**src/rtl/sclk_seq_pkg.sv**
```systemverilog
package sclk_seq_pkg;

   typedef enum logic [2:0] {
      SQ_IDLE  = 3'd0,
      SQ_SETUP = 3'd1,
      SQ_LEAD  = 3'd2,
      SQ_TRAIL = 3'd3,
      SQ_HOLD  = 3'd4,
      SQ_GAP   = 3'd5
   } sq_state_e;

   // field slots inside the packed timing word
   localparam int unsigned FLD_HIGH  = 0;
   localparam int unsigned FLD_LOW   = 1;
   localparam int unsigned FLD_HOLD  = 2;
   localparam int unsigned FLD_SETUP = 3;
   localparam int unsigned FLD_NUM   = 4;

endpackage

```
**src/rtl/seq_down_cnt.sv**
```systemverilog
module seq_down_cnt #(
   parameter int unsigned W = 8
) (
   input  logic         clk,
   input  logic         rst_n,
   input  logic         clr,
   input  logic         load,
   input  logic [W-1:0] load_val,
   input  logic         dec,
   output logic         zero
);

   logic [W-1:0] cnt_q;

   always_ff @(posedge clk or negedge rst_n) begin
      if (!rst_n) begin
         cnt_q <= '0;
      end else if (clr) begin
         cnt_q <= '0;
      end else if (load) begin
         cnt_q <= load_val;
      end else if (dec && (cnt_q != '0)) begin
         cnt_q <= cnt_q - 1'b1;
      end
   end

   assign zero = (cnt_q == '0);

endmodule

```
**src/rtl/seq_len_sel.sv**
```systemverilog
module seq_len_sel
   import sclk_seq_pkg::*;
#(
   parameter int unsigned IV_W = 8
) (
   input  sq_state_e               tgt,
   input  logic [FLD_NUM*IV_W-1:0] tcfg,
   input  logic [IV_W-1:0]         gap,
   input  logic                    cpol,
   output logic [IV_W-1:0]         len_m1
);

   logic [IV_W-1:0] fld [FLD_NUM];

   for (genvar f = 0; f < FLD_NUM; f++) begin : g_unpack
      assign fld[f] = tcfg[f*IV_W +: IV_W];
   end

   always_comb begin
      unique case (tgt)
         SQ_SETUP: len_m1 = fld[FLD_SETUP];
         SQ_LEAD:  len_m1 = cpol ? fld[FLD_HIGH] : fld[FLD_LOW];
         SQ_TRAIL: len_m1 = cpol ? fld[FLD_LOW]  : fld[FLD_HIGH];
         SQ_HOLD:  len_m1 = fld[FLD_HOLD];
         SQ_GAP:   len_m1 = gap;
         default:  len_m1 = '0;
      endcase
   end

endmodule

```
**src/rtl/sclk_cs_sequencer.sv**
```systemverilog
module sclk_cs_sequencer
   import sclk_seq_pkg::*;
#(
   parameter int unsigned IV_W = 8,
   parameter int unsigned BC_W = 8
) (
   input  logic                    clk,
   input  logic                    rst_n,
   input  logic                    soft_rst_i,
   input  logic [FLD_NUM*IV_W-1:0] tcfg_i,
   input  logic [IV_W-1:0]         idle_gap_i,
   input  logic                    cpol_i,
   input  logic                    cpha_i,
   input  logic                    start_i,
   input  logic [BC_W-1:0]         nbits_m1_i,
   input  logic                    keep_cs_i,
   output logic                    sclk_o,
   output logic                    cs_n_o,
   output logic                    sample_o,
   output logic                    shift_o,
   output logic                    done_o
);

   initial begin
      assert (IV_W >= 1 && IV_W <= 16) else $error("IV_W out of range");
      assert (BC_W >= 1 && BC_W <= 16) else $error("BC_W out of range");
   end

   sq_state_e       state_q, state_d;
   logic [IV_W-1:0] next_len;
   logic            iv_zero, bc_zero;
   logic            pend_q, keep_q, cs_kept_q;
   logic            edge1_q, edge2_q, done_q;
   logic            go, capture, cs_active;

   // a frame begins from idle on a fresh or a parked request
   assign go      = (state_q == SQ_IDLE) && (start_i || pend_q);
   // requests are taken in idle, or parked while the gap runs
   assign capture = (start_i && (state_q == SQ_GAP)) ||
                    (start_i && (state_q == SQ_IDLE) && !pend_q);

   always_comb begin
      state_d = state_q;
      unique case (state_q)
         SQ_IDLE:  if (go)      state_d = cs_kept_q ? SQ_LEAD : SQ_SETUP;
         SQ_SETUP: if (iv_zero) state_d = SQ_LEAD;
         SQ_LEAD:  if (iv_zero) state_d = SQ_TRAIL;
         SQ_TRAIL: if (iv_zero) state_d = !bc_zero ? SQ_LEAD :
                                          (keep_q ? SQ_IDLE : SQ_HOLD);
         SQ_HOLD:  if (iv_zero) state_d = SQ_GAP;
         SQ_GAP:   if (iv_zero) state_d = SQ_IDLE;
         default:               state_d = SQ_IDLE;
      endcase
   end

   seq_len_sel #(.IV_W(IV_W)) i_len (
      .tgt    (state_d),
      .tcfg   (tcfg_i),
      .gap    (idle_gap_i),
      .cpol   (cpol_i),
      .len_m1 (next_len)
   );

   // interval timer: reloaded on every state change
   seq_down_cnt #(.W(IV_W)) i_iv_cnt (
      .clk      (clk),
      .rst_n    (rst_n),
      .clr      (soft_rst_i),
      .load     (state_d != state_q),
      .load_val (next_len),
      .dec      (1'b1),
      .zero     (iv_zero)
   );

   // bits still to go after the current one
   seq_down_cnt #(.W(BC_W)) i_bit_cnt (
      .clk      (clk),
      .rst_n    (rst_n),
      .clr      (soft_rst_i),
      .load     (capture),
      .load_val (nbits_m1_i),
      .dec      ((state_q == SQ_TRAIL) && iv_zero && !bc_zero),
      .zero     (bc_zero)
   );

   always_ff @(posedge clk or negedge rst_n) begin
      if (!rst_n) begin
         state_q   <= SQ_IDLE;
         pend_q    <= 1'b0;
         keep_q    <= 1'b0;
         cs_kept_q <= 1'b0;
         edge1_q   <= 1'b0;
         edge2_q   <= 1'b0;
         done_q    <= 1'b0;
      end else if (soft_rst_i) begin
         state_q   <= SQ_IDLE;
         pend_q    <= 1'b0;
         keep_q    <= 1'b0;
         cs_kept_q <= 1'b0;
         edge1_q   <= 1'b0;
         edge2_q   <= 1'b0;
         done_q    <= 1'b0;
      end else begin
         state_q <= state_d;
         edge1_q <= (state_q == SQ_LEAD)  && iv_zero;
         edge2_q <= (state_q == SQ_TRAIL) && iv_zero;
         done_q  <= (state_q != SQ_IDLE) && (state_d == SQ_IDLE);
         if (go) begin
            pend_q <= 1'b0;
         end else if (start_i && (state_q == SQ_GAP)) begin
            pend_q <= 1'b1;
         end
         if (capture) begin
            keep_q <= keep_cs_i;
         end
         if (go) begin
            cs_kept_q <= 1'b0;
         end else if ((state_q == SQ_TRAIL) && (state_d == SQ_IDLE)) begin
            cs_kept_q <= 1'b1;
         end
      end
   end

   assign cs_active = (state_q == SQ_SETUP) || (state_q == SQ_LEAD) ||
                      (state_q == SQ_TRAIL) || (state_q == SQ_HOLD) ||
                      ((state_q == SQ_IDLE) && cs_kept_q);

   assign cs_n_o   = !cs_active;
   assign sclk_o   = cpol_i ^ (state_q == SQ_TRAIL);
   assign sample_o = cpha_i ? edge2_q : edge1_q;
   assign shift_o  = cpha_i ? edge1_q : edge2_q;
   assign done_o   = done_q;

endmodule

```
**config.mk**
```make
export PLATFORM = sky130hd
export DESIGN_NAME = sclk_cs_sequencer
export DESIGN_NICKNAME = d
export VERILOG_FILES = /design/src/rtl/sclk_seq_pkg.sv /design/src/rtl/seq_down_cnt.sv /design/src/rtl/seq_len_sel.sv /design/src/rtl/sclk_cs_sequencer.sv
export SDC_FILE = /design/constraint.sdc
export NUM_CORES = 1
export LEC_CHECK = 0
export ABC_AREA = 1
export BUFFER_PORTS_ARGS = -buffer_cell sky130_fd_sc_hd__buf_4
export CAP_MARGIN = 10
export CORE_AREA = 3 3 92 94
export DETAILED_ROUTE_END_ITERATION = 10
export DIE_AREA = 0 0 95 97
export MAX_ROUTING_LAYER = met4
export PLACE_DENSITY = 0.48
export SETUP_SLACK_MARGIN = 0.3
export SLEW_MARGIN = 5
export SYNTH_ARGS = -nofsm -noshare
export SYNTH_HDL_FRONTEND = slang
export SYNTH_SLANG_ARGS = --single-unit
export TNS_END_PERCENT = 20
```
**constraint.sdc**
```tcl
create_clock -name clk -period 2.2 [get_ports clk]
set_input_delay 0.11 -clock clk [delete_from_list [all_inputs] [get_ports clk]]
set_output_delay 0.11 -clock clk [all_outputs]
set_load 0.02 [all_outputs]
```
==> impl_metrics.tcl <==
set metrics [dict create \
    status "finished, final reports clean" \
    synth_area_leader_cell "dfrtp_1" \
    drt_iter0_drc 94 \
    powerDensity_nw_per_um2 1119 \
    leakagePower_nw 1.565 \
    r2r_cells 13 \
    grt_max_degree 26 \
    viasPerCell 4.513 \
    worst_slew_pin_slew_ps 515.5 \
    layoutNonFillerInstCount 519 \
    die_h_um 97 \
    postSynthCellCount 344 \
    min-delay-start "soft_rst_i" \
    peakVddDrop_mv 0.4710 \
    gp_congestion 0.9040 \
    grt-ovfl-total 0 \
    crit_path_top_delay_cell "dfrtp_1" \
    hold_path_class "in -> reg" \
    drive_above_1_share_pct 32.13 \
    clock_power_share_pct 8.2 \
    arrival_ps 2030 \
    routedWlPerCell_um 12.25 \
    seq_area_frac_synth_pct 28.18 \
    drtAntennaViolNets 0 \
    tns_ps 0 \
    multi_input_area_um2 1500 \
    die_area_um2 9215 \
    fmax_mhz 536.2 \
    antenna_found_initial 0 \
    min_to "state_q[0]" \
    cts_buffer_depth 2 \
    required_ps 2360 \
    critical_path.cell_chain "nor2_2 > nand2_2 > nor2_8 > buf_4 > nor2_1 > nor2_2 > nand2_2 > nand3_2 > nand2_4 > nand2_8 > clkinv_8 > nor3_4 > nor2_1" \
    reg2reg_slack_ps 340 \
    crit_type "reg -> reg" \
    synth.area.top_cells "dfrtp_1 (28%), nand2_1 (18%), nand3_1 (8.8%)" \
    holdPathStages 2 \
    grtUsageTotal_pct 13.67 \
    diodes 0 \
    grt_pass1_vias 2162 \
    num_io_pins 60 \
    switchingPower_mw 1.758 \
    r2r_end "i_iv_cnt.cnt_q[4]" \
    cts_buffers 3 \
    critical_path.top_delay_family "simple AND/OR/NAND/NOR gates" \
    synth_top_area_share_pct 28.18 \
    regToRegStartpoint "i_iv_cnt.cnt_q[3]" \
    netlist_area_um2 2220 \
    vias 2342 \
    pwr-share-seq_pct 21.1 \
    core_um2 7727 \
    cp_num_buf_inv 2 \
    layout_common_cells "nand2_1 (100), buf_4 (70), inv_1 (37)" \
    ctsRootBufferMaster "clkbuf_8" \
    rows 32 \
    clock_sinks 25 \
    max_slew_margin_pct 65.60 \
    yosys_warnings 0 \
    insertion_delay_ps 270 \
    synth_cell_types 36 \
    cpPeakStageDelay_ps 420 \
    area_growth_pct 38.27 \
    drcViolationCount 0 \
    finalMaxSlewViolations 0 \
    register_area_um2 628.1 \
    min_period_over_period_pct 84.77 \
    setup_viol 0 \
    fin_crit_ps 1865 \
    ys_seq_elements 25 \
    finalNetCount 477 \
    rsz0062_at_grt "yes" \
    die_w_um 95 \
    clk_pin_slew_ps 90 \
    fill_cells 817 \
    final_common_cell "nand2_1" \
    crit_path_start_kind "flip-flop" \
    htree_num_levels 1 \
    drtPass1Iterations 4 \
    combPwrFrac_pct 70.6 \
    dp.cells 501 \
    tritoncts "yes" \
    portBuffers 59 \
    hold_viol 0 \
    dp_hpwl_um 4838 \
    p_int_mw 1.677 \
    wl_um 6358 \
    cap_viol_max_count 0 \
    grt_pass1_wl_um 10010 \
    avgSynthCellArea_um2 6.452 \
    syn_nets 403 \
    critPathLaunch "i_iv_cnt.cnt_q[3]" \
    cp_max_fo 6 \
    skew_ps 5.627 \
    p_sw_share_pct 51.18 \
    endpoint_kind "flip-flop" \
    start_util_pct 28.72 \
]
registers in the layout, summed over array words and instances (netlist names):
signal / flops
pend_q: 1
state_q: 3
keep_q: 1
i_iv_cnt.cnt_q: 8
cs_kept_q: 1
done_o: 1
edge2_q: 1
i_bit_cnt.cnt_q: 8
edge1_q: 1
cell families after synthesis:
group                      after synthesis  synth area share [%]
and+or+nand+nor                        208                 43.35
buffers and inverters                   52                 10.54
AOI/OAI and AO/OA                       44                 11.27
DFF                                     25                 28.18
xor gates and xnor gates                10                 3.946
adders and majority gates                4                 2.255
muxes                                    1                0.4510
power groups by stage:
stage	Combinational (mW)	Clock, mW	Sequential, mW
6_report	2.43	0.283	0.725
5_1_grt	2.74	0.322	0.745
4_1_cts	1.98	0.303	0.725
3_5_place_dp	1.96	0	0.732
3_3_place_gp	1.97	0	0.728
2_1_floorplan	1.65	0	0.694
cells in the mapped netlist, drive strengths merged:
library cell  number
nand4              3
a21oi              8
o22ai              4
o21ai             27
inv               46
nor3               8
or3                1
mux2i              1
o211ai             3
nor2              37
nand3             41
o31ai              1
buf                3
nor3b              1
clkbuf             3
xnor2              3
dfrtp             25
nand2            116
xor2               7
ha                 4
a31oi              1
or2                1
worst max path at each step:
| stage | endpoint | slack, ps | depth (start not counted) |
|---|---|---|---|
| 2_1_floorplan | i_iv_cnt.cnt_q[3] | 460 | 16 |
| 3_3_place_gp | done_o | 260 | 9 |
| 3_5_place_dp | done_o | 270 | 9 |
| 4_1_cts | i_iv_cnt.cnt_q[0] | 250 | 15 |
| 5_1_grt | i_iv_cnt.cnt_q[1] | 180 | 13 |
| 6_report | i_iv_cnt.cnt_q[4] | 340 | 13 |
per-stage QoR:
step	instance area (um^2)	utilization, %	total power [mW]	hold slack (ps)	setup WS [ps]
3_5_place_dp	2751	35.61	2.692	47.04	266.0
5_1_grt	3069	39.72	3.809	57.06	183.0
6_report	3069	39.72	3.435	56.82	335.1
2_1_floorplan	2220	-	2.349	-185.6	455.1
4_1_cts	2811	36.38	3.006	45.82	251.7
3_3_place_gp	2751	35.61	2.694	47.88	264.9
cell type report:
| cell class | count | share of cell area (%) |
|---|---|---|
| multi-input cells | 268 | 48.88 |
| flip-flops and latches | 25 | 20.46 |
| repair buffers | 73 | 18.47 |
| inverters | 46 | 6.278 |
| well taps | 102 | 4.158 |
| clock buffers | 4 | 1.468 |
| repair inverters | 1 | 0.2854 |
worst register-to-register path: stages, from the launching register on:
cell	delay [ps]
dfrtp_1	420
nor2_2	140
nand2_2	110
nor2_8	170
buf_4	140
nor2_1	40
nor2_2	90
nand2_2	90
nand3_2	90
nand2_4	80
nand2_8	130
clkinv_8	80
nor3_4	110
nor2_1	60
per-layer routing:
| metal | share of wire, % | wire length [um] | GRT usage [%] | up-vias |
|---|---|---|---|---|
| li1 | - | - | - | 1249 |
| met1 | 50 | 3189 | 20.42 | 1009 |
| met2 | 43 | 2762 | 19.09 | 76 |
| met3 | 5.1 | 324 | 1.866 | 8 |
| met4 | 1.3 | 82 | 3.774 | 0 |
| met5 | 0 | 0 | - | - |
what timing repair did:
action                                  4_1_cts  5_1_grt
hold buffers                                  1        0
cloned                                        0        2
pin swaps                                     0       15
buffers inserted                              0       11
gates resized for setup                       1       40
endpoints found under the setup margin       10       16
hold endpoints to repair                     25        0
No activity file was read; power rests on OpenSTA's default activity.
